## src/rtl/gpe_pkg.sv

```systemverilog
package gpe_pkg;
   typedef enum logic [1:0] {
      WIN_NONE = 2'd0,
      WIN_STS  = 2'd1,
      WIN_EN   = 2'd2,
      WIN_CPU  = 2'd3
   } gpe_win_e;
endpackage

```

## src/rtl/gpe_decode.sv

```systemverilog
module gpe_decode
   import gpe_pkg::*;
#(
   parameter int ADDR_W    = 5,
   parameter int HALF      = 2,
   parameter int CPU_BYTES = 32
) (
   input  logic              gpe_cs,
   input  logic              cpu_cs,
   input  logic [ADDR_W-1:0] addr,
   output gpe_win_e          win,
   output logic [ADDR_W-1:0] off
);
   localparam logic [ADDR_W:0] HALF_X = (ADDR_W+1)'(HALF);
   localparam logic [ADDR_W:0] BLK_X  = (ADDR_W+1)'(2*HALF);
   localparam logic [ADDR_W:0] CPU_X  = (ADDR_W+1)'(CPU_BYTES);

   logic [ADDR_W:0] addr_x;
   assign addr_x = {1'b0, addr};

   always_comb begin
      win = WIN_NONE;
      off = addr;
      if (gpe_cs) begin
         if (addr_x < HALF_X) begin
            win = WIN_STS;
         end else if (addr_x < BLK_X) begin
            win = WIN_EN;
            off = ADDR_W'(addr_x - HALF_X);
         end
      end else if (cpu_cs) begin
         if (addr_x < CPU_X) win = WIN_CPU;
      end
   end
endmodule

```

## src/rtl/gpe_status_bank.sv

```systemverilog
module gpe_status_bank #(
   parameter int HALF   = 2,
   parameter int ADDR_W = 5,
   localparam int NBITS = HALF * 8
) (
   input  logic              clk,
   input  logic              rst_n,
   input  logic              sts_we,
   input  logic              en_we,
   input  logic [ADDR_W-1:0] idx,
   input  logic [7:0]        wdata,
   input  logic [NBITS-1:0]  evt,
   output logic [NBITS-1:0]  sts_q,
   output logic [NBITS-1:0]  en_q,
   output logic [NBITS-1:0]  sts_d,
   output logic [NBITS-1:0]  en_d
);
   for (genvar b = 0; b < HALF; b++) begin : g_byte
      logic hit;
      logic [7:0] clr;
      assign hit = (idx == ADDR_W'(b));
      assign clr = (sts_we && hit) ? wdata : 8'h00;
      // a set from hardware overrides a write-1 clear in the same cycle
      assign sts_d[b*8 +: 8] = (sts_q[b*8 +: 8] & ~clr) | evt[b*8 +: 8];
      assign en_d[b*8 +: 8]  = (en_we && hit) ? wdata : en_q[b*8 +: 8];
   end

   always_ff @(posedge clk or negedge rst_n) begin
      if (!rst_n) begin
         sts_q <= '0;
         en_q  <= '0;
      end else begin
         sts_q <= sts_d;
         en_q  <= en_d;
      end
   end
endmodule

```

## src/rtl/gpe_sci_logic.sv

```systemverilog
module gpe_sci_logic (
   input  logic clk,
   input  logic rst_n,
   input  logic sts_we,
   input  logic en_hp_we,
   input  logic hp_sts_q,
   input  logic hp_sts_d,
   input  logic hp_en_d,
   output logic sci_q,
   output logic flag_q
);
   logic raise, drop_en, drop_sts;

   assign raise    = !flag_q && hp_sts_d && hp_en_d;
   assign drop_en  = flag_q && en_hp_we && !hp_en_d;
   assign drop_sts = flag_q && sts_we && hp_sts_q && !hp_sts_d;

   always_ff @(posedge clk or negedge rst_n) begin
      if (!rst_n) begin
         sci_q  <= 1'b0;
         flag_q <= 1'b0;
      end else if (raise) begin
         sci_q  <= 1'b1;
         flag_q <= 1'b1;
      end else if (drop_en) begin
         sci_q  <= 1'b0;
         flag_q <= 1'b0;
      end else if (drop_sts) begin
         sci_q  <= 1'b0;
      end
   end
endmodule

```

## src/rtl/gpe_cpu_map.sv

```systemverilog
module gpe_cpu_map #(
   parameter int CPU_BYTES = 32,
   localparam int NBITS  = CPU_BYTES * 8,
   localparam int IDX_W  = $clog2(NBITS)
) (
   input  logic             clk,
   input  logic             rst_n,
   input  logic             set_we,
   input  logic [IDX_W:0]   set_idx,
   input  logic             set_val,
   output logic [NBITS-1:0] map_q
);
   localparam logic [NBITS-1:0] RST_MAP = NBITS'(1);

   logic in_range;
   assign in_range = (set_idx < (IDX_W+1)'(NBITS));

   always_ff @(posedge clk or negedge rst_n) begin
      if (!rst_n) begin
         map_q <= RST_MAP;
      end else if (set_we && in_range) begin
         map_q[set_idx[IDX_W-1:0]] <= set_val;
      end
   end
endmodule

```

## src/rtl/gpe_sci_ctrl.sv

```systemverilog
module gpe_sci_ctrl
   import gpe_pkg::*;
#(
   parameter int BLK_LEN   = 4,
   parameter int CPU_BYTES = 32,
   parameter int HP_BIT    = 3,
   parameter int ADDR_W    = 5,
   localparam int HALF     = BLK_LEN / 2,
   localparam int GPE_BITS = HALF * 8,
   localparam int CPU_BITS = CPU_BYTES * 8,
   localparam int CIDX_W   = $clog2(CPU_BITS)
) (
   input  logic                clk,
   input  logic                rst_n,
   input  logic                gpe_cs,
   input  logic                cpu_cs,
   input  logic [ADDR_W-1:0]   bus_addr,
   input  logic                bus_wr,
   input  logic [7:0]          bus_wdata,
   output logic [7:0]          bus_rdata,
   input  logic [GPE_BITS-1:0] evt_set,
   input  logic                cpu_set_we,
   input  logic [CIDX_W:0]     cpu_set_idx,
   input  logic                cpu_set_val,
   output logic                sci_out
);
   localparam int HP_BYTE = HP_BIT / 8;

   if (BLK_LEN < 2 || (BLK_LEN % 2) != 0) begin : g_chk_len
      $error("BLK_LEN must be even and at least 2");
   end
   if (HP_BIT >= GPE_BITS) begin : g_chk_hp
      $error("HP_BIT outside the status half");
   end
   if ((1 << ADDR_W) < CPU_BYTES || (1 << ADDR_W) < BLK_LEN) begin : g_chk_aw
      $error("ADDR_W too narrow for the windows");
   end

   gpe_win_e            win;
   logic [ADDR_W-1:0]   off;
   logic [GPE_BITS-1:0] sts_q, en_q, sts_d, en_d;
   logic [CPU_BITS-1:0] cpu_map;
   logic                sci_flag;
   logic                sts_we, en_we, en_hp_we;

   gpe_decode #(.ADDR_W(ADDR_W), .HALF(HALF), .CPU_BYTES(CPU_BYTES)) u_dec (
      .gpe_cs (gpe_cs),
      .cpu_cs (cpu_cs),
      .addr   (bus_addr),
      .win    (win),
      .off    (off)
   );

   assign sts_we   = bus_wr && (win == WIN_STS);
   assign en_we    = bus_wr && (win == WIN_EN);
   assign en_hp_we = en_we && (off == ADDR_W'(HP_BYTE));

   gpe_status_bank #(.HALF(HALF), .ADDR_W(ADDR_W)) u_bank (
      .clk    (clk),
      .rst_n  (rst_n),
      .sts_we (sts_we),
      .en_we  (en_we),
      .idx    (off),
      .wdata  (bus_wdata),
      .evt    (evt_set),
      .sts_q  (sts_q),
      .en_q   (en_q),
      .sts_d  (sts_d),
      .en_d   (en_d)
   );

   gpe_sci_logic u_sci (
      .clk      (clk),
      .rst_n    (rst_n),
      .sts_we   (sts_we),
      .en_hp_we (en_hp_we),
      .hp_sts_q (sts_q[HP_BIT]),
      .hp_sts_d (sts_d[HP_BIT]),
      .hp_en_d  (en_d[HP_BIT]),
      .sci_q    (sci_out),
      .flag_q   (sci_flag)
   );

   gpe_cpu_map #(.CPU_BYTES(CPU_BYTES)) u_cpu (
      .clk     (clk),
      .rst_n   (rst_n),
      .set_we  (cpu_set_we),
      .set_idx (cpu_set_idx),
      .set_val (cpu_set_val),
      .map_q   (cpu_map)
   );

   always_comb begin
      bus_rdata = 8'h00;
      unique case (win)
         WIN_STS: for (int b = 0; b < HALF; b++)
            if (off == ADDR_W'(b)) bus_rdata = sts_q[b*8 +: 8];
         WIN_EN: for (int b = 0; b < HALF; b++)
            if (off == ADDR_W'(b)) bus_rdata = en_q[b*8 +: 8];
         WIN_CPU: for (int b = 0; b < CPU_BYTES; b++)
            if (off == ADDR_W'(b)) bus_rdata = cpu_map[b*8 +: 8];
         default: bus_rdata = 8'h00;
      endcase
   end
endmodule

```

## config.mk

```make
export PLATFORM = sky130hd
export DESIGN_NAME = gpe_sci_ctrl
export DESIGN_NICKNAME = d
export VERILOG_FILES = /design/src/rtl/gpe_pkg.sv /design/src/rtl/gpe_decode.sv /design/src/rtl/gpe_status_bank.sv /design/src/rtl/gpe_sci_logic.sv /design/src/rtl/gpe_cpu_map.sv /design/src/rtl/gpe_sci_ctrl.sv
export SDC_FILE = /design/constraint.sdc
export NUM_CORES = 1
export LEC_CHECK = 0
export BUFFER_PORTS_ARGS = -buffer_cell sky130_fd_sc_hd__buf_2
export CORE_UTILIZATION = 50
export CTS_CLUSTER_SIZE = 25
export DETAILED_ROUTE_END_ITERATION = 8
export GPL_TIMING_DRIVEN = 0
export PLACE_DENSITY = 0.68
export RECOVER_POWER = 100
export SETUP_SLACK_MARGIN = 0.3
export SLEW_MARGIN = 10
export SYNTH_ARGS = -nofsm -noshare
export SYNTH_HDL_FRONTEND = slang
export SYNTH_SLANG_ARGS = --single-unit
```

## constraint.sdc

```tcl
create_clock -name clk -period 3.9 [get_ports clk]
set_input_delay 0.78 -clock clk [delete_from_list [all_inputs] [get_ports clk]]
set_output_delay 0.78 -clock clk [all_outputs]
set_load 0.05 [all_outputs]
```

**After elaboration in Yosys (flattened, before gate mapping)**

Cells that the tools add are included.
Widths: inputs -> output; s select.

- Latch bits: 0
- Output and inout bits: 9
- Word-level logic and storage cells: 131
- Flip-flop bits (word level): 290
- Memories: 0
- ROM bits: 0
- Bits in writable memories: 0
- Input bits: 45

- Shifts and indexed selects: 0
- Equal/unequal tests: 34
- Muxes and demuxes: 56
- Divide/modulo/power cells: 0
- $add $sub $neg: 1
- Multiply operators: 0
- Bitwise operators: 6
- Reduce and logical (&&, ||, !) cells: 21
- Order comparisons: 6

Operators by type and width:

| operator | count |
|---|---|
| $mux 8 | 38 |
| $bwmux 256 | 1 |
| $eq 5x5->1 const B | 16 |
| $eq 5x4->1 const B | 8 |
| $pmux 8 s3 | 1 |
| $eq 5x3->1 const B | 4 |
| $and 8x8->8 | 2 |
| $not 8->8 | 2 |
| $or 8x8->8 | 2 |
| $logic_and 1x1->1 | 15 |
| $mux 5 | 3 |
| $eq 5x2->1 const B | 2 |
| $mux 2 | 5 |
| $lt 8x9->1 const B | 1 |
| $lt 9x9->1 const B | 1 |
| $demux 1 s8 | 1 |
| $ge 8x1->1 const B | 1 |
| $lt 5x6->1 const B | 1 |
| $mux 1 | 6 |
| $eq 5x1->1 const B | 1 |
| $logic_not 5->1 | 1 |
| $lt 5x2->1 const B | 1 |
| $lt 5x3->1 const B | 1 |
| $sub 5x2->5 const B | 1 |
| 6 further kinds | 9 |

**Longest topological paths before layout**

Gate-level depths: netlist of the first run.

- Depth after elaboration: 38
- Gate-level depth with buffers: 13
- Mapped depth without buffers: 9

**Hierarchy**

Synthesis of the first run repeated with hierarchy kept, for this count alone.

- Cells, all modules: 1653
- Area total of the unflattened synthesis: 18342.6 um^2

Modules (own cells, without submodules):

| module | cells an instance | instances | area an instance (um^2) |
|---|---|---|---|
| gpe_cpu_map | 929 | 1 | 12916.1 |
| gpe_sci_ctrl | 598 | 1 | 3865.0 |
| gpe_status_bank | 97 | 1 | 1352.5 |
| gpe_decode | 18 | 1 | 111.4 |
| gpe_sci_logic | 11 | 1 | 97.6 |

**Worst setup path before layout of the first run**

No wires, ideal clock.

- Path kind: input port to output port
- From: input port bus_addr[2]
- To: output port bus_rdata[2]
- Setup slack: -0.811 ns
- Stages: 13
- Arrival: 3.931 ns
- Path through: buf_2 -> inv_1 -> clkbuf_1 -> ha_1 -> or4b_1 -> buf_2 -> nor3_4 -> nor2_4 -> buf_4 -> mux4_2 -> nand2_1 -> a31o_1 -> a21oi_1

- Cells in the longest elaborated chain, start to end: 38
- Elaborated cells between the ends (all ways): 84

Ends and longest elaborated chain:

| element | RTL line | text |
|---|---|---|
| start: declaration | gpe_sci_ctrl.sv:17 | `input logic [ADDR_W-1:0] bus_addr,` |
| $sub 5x2->5 / $lt 5x3->1 (equally long branches) | gpe_decode.sv:29, gpe_decode.sv:27 |  |
| $mux 5 | gpe_decode.sv:27 | `end else if (addr_x < BLK_X) begin` |
| $mux 5 | gpe_decode.sv:25 | `if (addr_x < HALF_X) begin` |
| $mux 5 | gpe_decode.sv:24 | `if (gpe_cs) begin` |
| $logic_not 5->1 | gpe_sci_ctrl.sv:97, gpe_sci_ctrl.sv:99, gpe_sci_ctrl.sv:101 |  |
| $mux 8 (32 in series) | gpe_sci_ctrl.sv:101 | `if (off == ADDR_W'(b)) bus_rdata = cpu_map[b*8 +: 8];` |
| $pmux 8 s3 * | gpe_sci_ctrl.sv:95 | `unique case (win)` |
| end: declaration | gpe_sci_ctrl.sv:20 | `output logic [7:0] bus_rdata,` |

Every way passes the cells marked *; elsewhere a longest branch is shown, timed or not.

**Worst setup path in the final report of the first run**

- From: input port bus_addr[1]
- To: output port bus_rdata[4]

The elaborated chain is that of the path after synthesis.

==> reports/metrics.cfg, run 1 <==
[drt]
drt_iter0_markers=1436
drtAntennaViolNets=0
drt-total-wl_um=59200
drt_pass1_iterations=6
vias_per_cell=6.53
drt-wirelength-per-cell_um=28.7
vias=13400
route.detailed.drc=0

[setup_path]
r2r_setup_slack_ps=2910
startpoint_type=input pin
slowest_delay_ps=750
endpoint_kind=primary output
crit_type=in2out
crit_family=compound AO/OA/AOI/OAI gates
crit_cells=10
cp_max_fo=10
crit_start=bus_addr[1]
crit_buf_inv=4
cp.arrival_ps=3670
worstPathCellList=buf_2, buf_4, clkbuf_4, nor2b_1, a32oi_1, o221ai_1, nor3_2, o211ai_1, a211o_4, buf_8
slowest_stage=a32oi_1
reg2reg_depth=4
r2r-end=u_sci.sci_q
worst_r2r_startpoint=u_bank.sts_q[3]
worstPathRequired_ps=3120

[timing]
fin_crit_sh_pct=114
worst_pin_slew_ps=2270
fmax_mhz=225
setup_viol=8
slew_headroom_pct=-51.6
finalClockSkew_ps=6.86
whs_ps=428
setup_ws_ps=-554
rsz0062_at_grt=true
period_minus_slack_ps=4450
drv_slew=102
hold_viol_final=0

[min_path]
hold_end=u_bank.sts_q[6]
min_from=evt_set[6]
holdCritPathClass=in2reg
holdPathStages=2

[placed_design]
gp_congestion=1.00
io_buffers=50
dp_slack_ps=-1890
dp_hpwl_um=41100

[grt]
grt_pass1_wl_um=86100
overflow=0
grt_pass1_vias=12900
grtUsageTotal_pct=38.1
grt_max_degree=112
antenna_found_initial=0

[run_status]
status=finished, violations left
violations=max-capacitance violations, max-slew violations, negative setup slack

[yosys]
synth_edf_count=0
ys_seq_area_share_pct=47.1
synth_cell_type_count=81
postSynthAreaPerCell_um2=10.2
synth-main-ff-cell=dfrtp_1
synth_nets=1554
syn_area_mm2=0.0154
yosysWarningCount=0
ys_ff_latch=290
synth_cells=1508
ys_async_sr_fraction_pct=100

[power]
ir_drop_mv=0.385
p_per_area_mw_per_mm2=388
p_leak_nw=8.12

[run]
maxCapViolCount=2

[cells_and_area]
final_cell_mix=dfrtp_1, mux2_2, nand2_1
syn2layout_area_growth_pct=20.4
final_layout_size_suffix_gt1_share_pct=34.1
nNetsFinal=1691
mostFrequentLayoutCell=dfrtp_1
num_antenna_cells=0

[floorplanning]
die_height_um=178
ioPinCount=54
initial_core_util_pct=51.5
core_mm2=0.0300
placementRows=63
design.die.area_mm2=0.0315
die_w_um=178

[clock_network]
htree_levels=2
root_buffer=clkbuf_16
cts_buffers=34
cts.path.max_buffers=3
cts_tree=yes
clk-insertion-delay-late_ps=520
hold_buffers=0
cts.sinks=290
clk_pin_slew_worst_paths_ps=60

==> worst reg2reg max path, delay by kind of cell (launching register included) <==
family	cells	cell delay [ps]
compound gates	3	450
flops	1	370
simple gates	1	60
==> repair_timing <==
item / in CTS / in global routing
buffers inserted: 38 / 5
cloned: 1 / 0
setup endpoints to repair: 33 / 8
resized for setup: 171 / 14
pin swaps: 29 / 10
==> logic make-up after synthesis <==
family	synth area share, %
flops	47.1
mux	23.0
fa+ha+maj	0.0811
compound gates	11.2
buf+inv	2.95
simple gates	15.7
==> synthesized netlist by cell type, types with 13 or more instances <==
library cell    n  area share (%)
dfrtp_1       289              47
mux2_2        272              20
nand2_1       224             5.5
nor2_1        153             3.7
clkbuf_1       83             2.0
o21ai_0        43             1.4
a21oi_1        40             1.3
mux2i_1        37             2.4
nand3_1        35             1.1
nor3_1         25            0.81
a22oi_1        19            0.92
a21o_1         18            0.88
o22ai_1        16            0.65
nand2b_1       14            0.57
and3_1         13            0.53
nand4_1        13            0.53
==> final cells by class <==
cell class	count	area (um2)
clock inverter	12	123
buffer	103	582
fill	2520	11400
multi-input combinational	1102	8290
inverter	13	61.3
clock buffer	49	1010
sequential	290	7260
timing repair buffer	101	764
tap	390	488
==> sequential cells by signal, summed over array words and instances, names as in the netlist <==
register      flops
u_cpu.map_q     256
u_bank.en_q      16
u_bank.sts_q     16
u_sci.flag_q      1
u_sci.sci_q       1
==> where the power goes <==
part	switching (mW)	internal (mW)	total, mW	leakage [nW]
Combinational	0.520	0.260	0.781	3.63
Sequential	0.0584	3.09	3.15	3.93
Clock	1.34	1.94	3.27	0.557
==> metrics by stage <==
stage	instance area [um2]	cells	power (mW)	utilization (%)	TNS [ps]
after detailed placement	16500	1955	3.86	54.9	-26400
after global routing	18600	2060	7.35	62.0	-20610
final	18600	2060	7.20	62.0	-3550
after CTS	18500	2055	7.17	61.9	-3060
after global placement	16300	1948	3.83	54.5	-1005940
after floorplan	15600	1508	3.53	-	-1530
==> per-layer routing <==
layer	up-vias	track usage, %	routed length (um)
met5	-	0	0
met4	0	18.4	3320
met3	194	7.88	5860
met2	771	57.2	25700
li1	5695	-	-
met1	6788	52.4	24300
==> worst max-delay path by stage <==
stage,endpoint
after floorplan,bus_rdata[2]
after global placement,u_cpu.map_q[174]
after detailed placement,bus_rdata[7]
after CTS,bus_rdata[4]
after global routing,bus_rdata[6]
final,bus_rdata[4]
Power figures use the tool's default switching activity.
==> inputs of run 2 (changes only) <==
- ABC_AREA: not set -> 1
- PLACE_DENSITY: 0.68 -> not set
- PLACE_DENSITY_LB_ADDON: not set -> 0.15
==> reports/metrics.cfg, run 2 <==
[timing]
setup_ws_ps=-1280  ; -728 ps
setup_viol=8  ; unchanged
rsz0062_at_grt=true
drv_slew=36  ; -65%
slew_headroom_pct=-29.2  ; +22 points
fin_crit_sh_pct=133  ; +19 points
worst_pin_slew_ps=1940  ; -336 ps
fmax_mhz=193  ; -14%
period_minus_slack_ps=5180  ; +728 ps
finalClockSkew_ps=1.67  ; -5.19 ps
hold_viol_final=0  ; unchanged

[yosys]
ys_seq_area_share_pct=50.7  ; +3.6 points
yosysMostFrequentCell=nor2_1
synthTopCellsByCount=nor2_1, dfrtp_1, nand2_1
ys_ff_latch=290  ; unchanged
synth_top_area_share_pct=50.5  ; +3.6 points
synth_area_leader_cell=dfrtp_1
synth_cell_type_count=33  ; -59%
synth-main-ff-cell=dfrtp_1
synth_cells=1905  ; +26%
synth_edf_count=0  ; unchanged
ys_async_sr_fraction_pct=100  ; unchanged
syn_area_mm2=0.0143  ; -7.1%
synth_nets=1951  ; +26%
yosysWarningCount=0  ; unchanged
postSynthAreaPerCell_um2=7.52  ; -26%
ys_top_cells_by_area=dfrtp_1, nor2_1, a21oi_1

[grt]
grtUsageTotal_pct=31.5  ; -6.6 points
antenna_found_initial=0  ; unchanged
grt_pass1_wl_um=70000  ; -19%
overflow=0  ; unchanged
grt_max_degree=107  ; -4.5%
grt_pass1_vias=12600  ; -2.8%

[cells_and_area]
final_cell_mix=nor2_1, dfrtp_1, a21oi_1
mostFrequentLayoutCell=nor2_1
num_antenna_cells=0  ; unchanged
nFillCells=2579  ; +2.3%
reg_top3=u_cpu.map_q: 256 flops, u_bank.en_q: 16 flops, u_bank.sts_q: 16 flops
final_layout_size_suffix_gt1_share_pct=11.1  ; -23 points
syn2layout_area_growth_pct=17.6
fin_util_pct=60.1  ; -1.9 points
top_register=u_cpu.map_q
nNetsFinal=2062  ; +22%
largest_register_ffs=256  ; unchanged

[min_path]
holdCritPathClass=in2reg
min_from=evt_set[2]

[drt]
vias=13500  ; +0.51%
route.detailed.drc=0  ; unchanged
drtAntennaViolNets=0  ; unchanged
drt_pass1_iterations=5  ; -1
drt-wirelength-per-cell_um=18.9  ; -34%
drt_iter0_markers=1295  ; -9.8%
vias_per_cell=5.60  ; -14%
drt-total-wl_um=45700  ; -23%

[clock_network]
htree_levels=2  ; unchanged
cts_tree=yes
root_buffer=clkbuf_16
cts_buffers=34  ; unchanged
cts.sinks=290  ; unchanged
cts.path.max_buffers=3  ; unchanged
hold_buffers=0  ; unchanged
clk-insertion-delay-late_ps=510  ; about the same
clk_pin_slew_worst_paths_ps=60  ; about the same

[setup_path]
slowest_stage=or2_2
worst_r2r_startpoint=u_bank.sts_q[3]
endpoint_kind=primary output
crit_start=bus_addr[2]
r2r_setup_slack_ps=2850  ; -60 ps
worstPathRequired_ps=3120  ; about the same
slowest_delay_ps=330  ; -420 ps
startpoint_type=input pin
cp_max_fo=10  ; unchanged
cp.arrival_ps=4400  ; +730 ps
crit_family=simple AND/OR/NAND/NOR gates
crit_type=in2out
crit_buf_inv=6  ; +2

[power]
total_power_mw=7.03  ; -2.3%
switchingPower_mw=1.74  ; -9.2%
p_per_area_mw_per_mm2=418  ; +7.7%
p_leak_nw=7.53  ; -7.2%
seqPwrFrac_pct=45.7  ; +2.0 points
ir_drop_mv=0.298  ; -23%
pwr-share-clk_pct=45.9  ; +0.5 points
pwr-share-comb_pct=8.4  ; -2.4 points
switching_share_pct=24.7  ; -1.9 points
p_int_mw=5.29  ; +0.15%

[floorplanning]
placementRows=61  ; -3.2%
core_mm2=0.0280  ; -6.5%
die_height_um=171  ; -3.6%
die_w_um=171  ; -3.6%
design.die.area_mm2=0.0293  ; -7.0%
ioPinCount=54  ; unchanged
initial_core_util_pct=51.2  ; -0.33 points

[run]
maxCapViolCount=1  ; -1

[placed_design]
gp_congestion=0.903  ; -9.7%
dp_hpwl_um=31200  ; -24%
dp_slack_ps=-1460  ; +427 ps
io_buffers=53  ; +6.0%

[run_status]
violations=max-capacitance violations, max-slew violations, negative setup slack
status=finished, violations left

run 2: cell type report:
cell class              count  area (um2)  area share [%]
multi-input cells        1362        6430            38.2
repair buffers             75         554            3.29
plain buffers              73         318            1.89
clock buffers              50        1040            6.20
well taps                 378         473            2.81
inverters                 180         696            4.13
flip-flops and latches    290        7260            43.1
clock inverters             4        73.8           0.438
run 2: power by group through the flow:
stage	clock network (mW)	registers, mW	logic [mW]
floorplan	0	3.24	0.319
global placement	0	3.26	0.523
detailed placement	0	3.26	0.547
CTS	3.26	3.21	0.569
global route	3.38	3.22	0.653
finish	3.23	3.21	0.590
run 2: worst min-delay path, stage by stage:
cell and delay [ps]:
buf_2 70, inv_1 30, nand2_1 50
run 2: kinds of logic (layout without fill, tap and decap cells):
logic type      Yosys count  in the layout  synth area share, %
flops                   290            290                 50.7
buf+inv                 253            382                 6.78
compound gates          393            393                 14.7
simple gates            968            968                 27.8
fa+ha+maj                 1              1               0.0873
run 2: layer usage:
layer,vias up,global-route usage [%],part of all wire (%)
met5,-,0,0
met4,0,11.0,3.3
met3,101,4.51,8.0
met2,576,49.2,46
met1,6446,44.8,43
li1,6393,-,-
run 2: stage by stage:
| stage | cell area (um2) | std cells | TNS [ps] | hold WS, ps |
|---|---|---|---|---|
| 2_1_floorplan | 14400 | 1905 | -19.3 | 453 |
| 3_3_place_gp | 15200 | 2336 | -1044760 | 467 |
| 3_5_place_dp | 15300 | 2339 | -13250 | 474 |
| 4_1_cts | 16600 | 2403 | -8980 | 138 |
| 5_1_grt | 16800 | 2412 | -31990 | 455 |
| 6_report | 16800 | 2412 | -9290 | 452 |
run 2: worst paths after layout:
kind                                         end  depth (start not counted)
worst max-delay path                bus_rdata[3]                         25
worst min-delay path             u_bank.sts_q[2]                          3
worst max register to register       u_sci.sci_q                          4
worst min register to register    u_bank.en_q[4]                          2
max in group asynchronous       u_bank.sts_q[12]                          3
min in group asynchronous       u_cpu.map_q[127]                          1
run 2: what timing repair did:
| item | in CTS | in global routing |
|---|---|---|
| resized for setup | 48 | 60 |
| setup endpoints to repair | 8 | 24 |
| buffers inserted | 10 | 8 |
| gates cloned | 0 | 1 |
| pin swaps | 44 | 67 |
==> inputs of run 3 (changes only) <==
- RECOVER_POWER: 100 -> 25
- TNS_END_PERCENT: not set -> 5
==> reports/metrics.cfg, run 3 (synthesis gave the netlist of run 2 again) <==
[clock_network]
clk_pin_slew_worst_paths_ps=60  ; about the same
cts.sinks=290  ; unchanged
cts_tree=yes
clk-insertion-delay-late_ps=580  ; +70 ps
hold_buffers=0  ; unchanged
htree_levels=1  ; -1
cts.path.max_buffers=3  ; unchanged
cts_buffers=31  ; -8.8%
root_buffer=clkbuf_16

[power]
p_leak_nw=7.40  ; -1.8%
p_per_area_mw_per_mm2=408  ; -2.3%
pwr-share-comb_pct=8.4  ; about the same
switchingPower_mw=1.71  ; -1.7%
seqPwrFrac_pct=47.6  ; +1.9 points
p_int_mw=5.04  ; -4.9%
switching_share_pct=25.3  ; +0.60 points
ir_drop_mv=0.345  ; +16%
pwr-share-clk_pct=44.0  ; -1.9 points

[cells_and_area]
final_layout_size_suffix_gt1_share_pct=10.4  ; -0.68 points
largest_register_ffs=256  ; unchanged
syn2layout_area_growth_pct=15.4
num_antenna_cells=0  ; unchanged
nFillCells=2605  ; +1.0%
top_register=u_cpu.map_q
nNetsFinal=2055  ; -0.34%
final_cell_mix=nor2_1, dfrtp_1, a21oi_1
reg_top3=u_cpu.map_q: 256 flops, u_bank.en_q: 16 flops, u_bank.sts_q: 16 flops
design_area_mm2=0.0165  ; -1.8%
mostFrequentLayoutCell=nor2_1
fin_util_pct=59.1  ; -1.1 points

[timing]
fmax_mhz=196  ; +1.5%
fin_crit_sh_pct=131  ; -2.0 points
setup_ws_ps=-1210  ; +76.6 ps
slew_headroom_pct=-33.9  ; -4.7 points
drv_slew=37  ; +2.8%
finalClockSkew_ps=2.06  ; +0.391 ps
hold_viol_final=0  ; unchanged
whs_ps=380  ; -72.0 ps
rsz0062_at_grt=true
setup_viol=8  ; unchanged
worst_pin_slew_ps=2010  ; +70.8 ps
period_minus_slack_ps=5110  ; -76.6 ps

[placed_design]
gp_congestion=0.938  ; +3.8%
io_buffers=53  ; unchanged
dp_hpwl_um=30600  ; -2.0%
placed_area_mm2=0.0152  ; -0.38%
dp_slack_ps=-1600  ; -141 ps

[drt]
drt_pass1_iterations=5  ; unchanged
drt-wirelength-per-cell_um=18.6  ; -1.9%
route.detailed.drc=0  ; unchanged
vias_per_cell=5.52  ; -1.6%
drt-total-wl_um=44800  ; -2.0%
drtAntennaViolNets=0  ; unchanged
vias=13300  ; -1.6%
drt_iter0_markers=1320  ; +1.9%

[floorplanning]
design.die.area_mm2=0.0293  ; unchanged
die_w_um=171  ; unchanged
core_mm2=0.0280  ; unchanged
die_height_um=171  ; unchanged
ioPinCount=54  ; unchanged
initial_core_util_pct=51.2  ; unchanged
placementRows=61  ; unchanged

[setup_path]
cp_max_fo=6  ; -4
endpoint_kind=primary output
worstPathRequired_ps=3120  ; about the same
slowest_delay_ps=210  ; -120 ps
reg2reg_depth=4  ; unchanged
startpoint_type=input pin
crit_type=in2out
cp.arrival_ps=4330  ; -70 ps
slowest_stage=or2_1

[grt]
grtUsageTotal_pct=31.7  ; +0.17 points
grt_pass1_vias=12500  ; -0.25%
antenna_found_initial=0  ; unchanged
grt_pass1_wl_um=70500  ; +0.71%
grt_max_degree=90  ; -16%
overflow=0  ; unchanged

[min_path]
holdCritPathClass=in2reg
holdPathStages=3  ; unchanged

[run_status]
status=finished, violations left
violations=max-capacitance violations, max-slew violations, negative setup slack

[run]
maxCapViolCount=1  ; unchanged

[run 3: cell types whose count changed in the layout (fill, tap and decap cells not counted), moves of 4 or more]
| cell | delta |
|---|---|
| buf_2 | +9 |
| nand2_1 | +8 |
| nand3_1 | +7 |
| clkbuf_16 | -6 |
| nand3_2 | -6 |
| nand2_4 | -5 |
| buf_8 | -4 |
| clkbuf_8 | +4 |
[run 3: layout make-up]
type	count	area (um2)	area share, %
buffer	73	312	1.88
multi-input combinational	1362	6320	38.2
clock buffer	50	957	5.79
sequential	290	7260	43.9
clock inverter	6	58.8	0.356
inverter	180	688	4.16
tap	378	473	2.86
timing repair buffer	71	474	2.87
[run 3: per-layer routing]
layer | global-route usage, % | wire, um
met2 | 49.0 | 20000
met4 | 10.6 | 1630
met1 | 45.6 | 20000
met5 | 0 | 0
met3 | 4.60 | 3130
[run 3: worst max-delay path: cells and delay by family]
kind	cells	cell delay, ps
AND/OR/NAND/NOR	23	2760
buffers and inverters	5	610
adder cells (fa/ha/maj)	1	160
[run 3: worst paths after layout]
path	slack (ps)	start	to
max	-1210	bus_addr[2]	bus_rdata[3]
min	380	evt_set[8]	u_bank.sts_q[8]
max reg2reg	2840	u_bank.sts_q[3]	u_sci.sci_q
min reg2reg	490	u_bank.en_q[4]	u_bank.en_q[4]
max in group asynchronous	660	rst_n	u_cpu.map_q[0]
min in group asynchronous	770	rst_n	u_cpu.map_q[123]
[run 3: timing repair]
item | CTS | global route
endpoints found under the setup margin | 8 | 8
gates resized for setup | 51 | 28
pin swaps | 34 | 32
buffers inserted | 13 | 2
hold endpoints to repair | 0 | 0
[run 3: power groups by stage]
| stage | clock network, mW | logic (mW) | registers (mW) |
|---|---|---|---|
| floorplan | 0 | 0.314 | 3.24 |
| global placement | 0 | 0.516 | 3.26 |
| detailed placement | 0 | 0.538 | 3.26 |
| CTS | 2.99 | 0.561 | 3.21 |
| global route | 3.13 | 0.635 | 3.22 |
| finish | 2.97 | 0.570 | 3.21 |
[run 3: per-stage QoR]
| step | power [mW] | TNS (ps) | instances |
|---|---|---|---|
| 3_3_place_gp | 3.77 | -1041580 | 2336 |
| 5_1_grt | 6.98 | -10190 | 2410 |
| 3_5_place_dp | 3.80 | -14200 | 2339 |
| 2_1_floorplan | 3.56 | -124 | 1905 |
| 4_1_cts | 6.76 | -8710 | 2408 |
| 6_report | 6.75 | -8790 | 2410 |
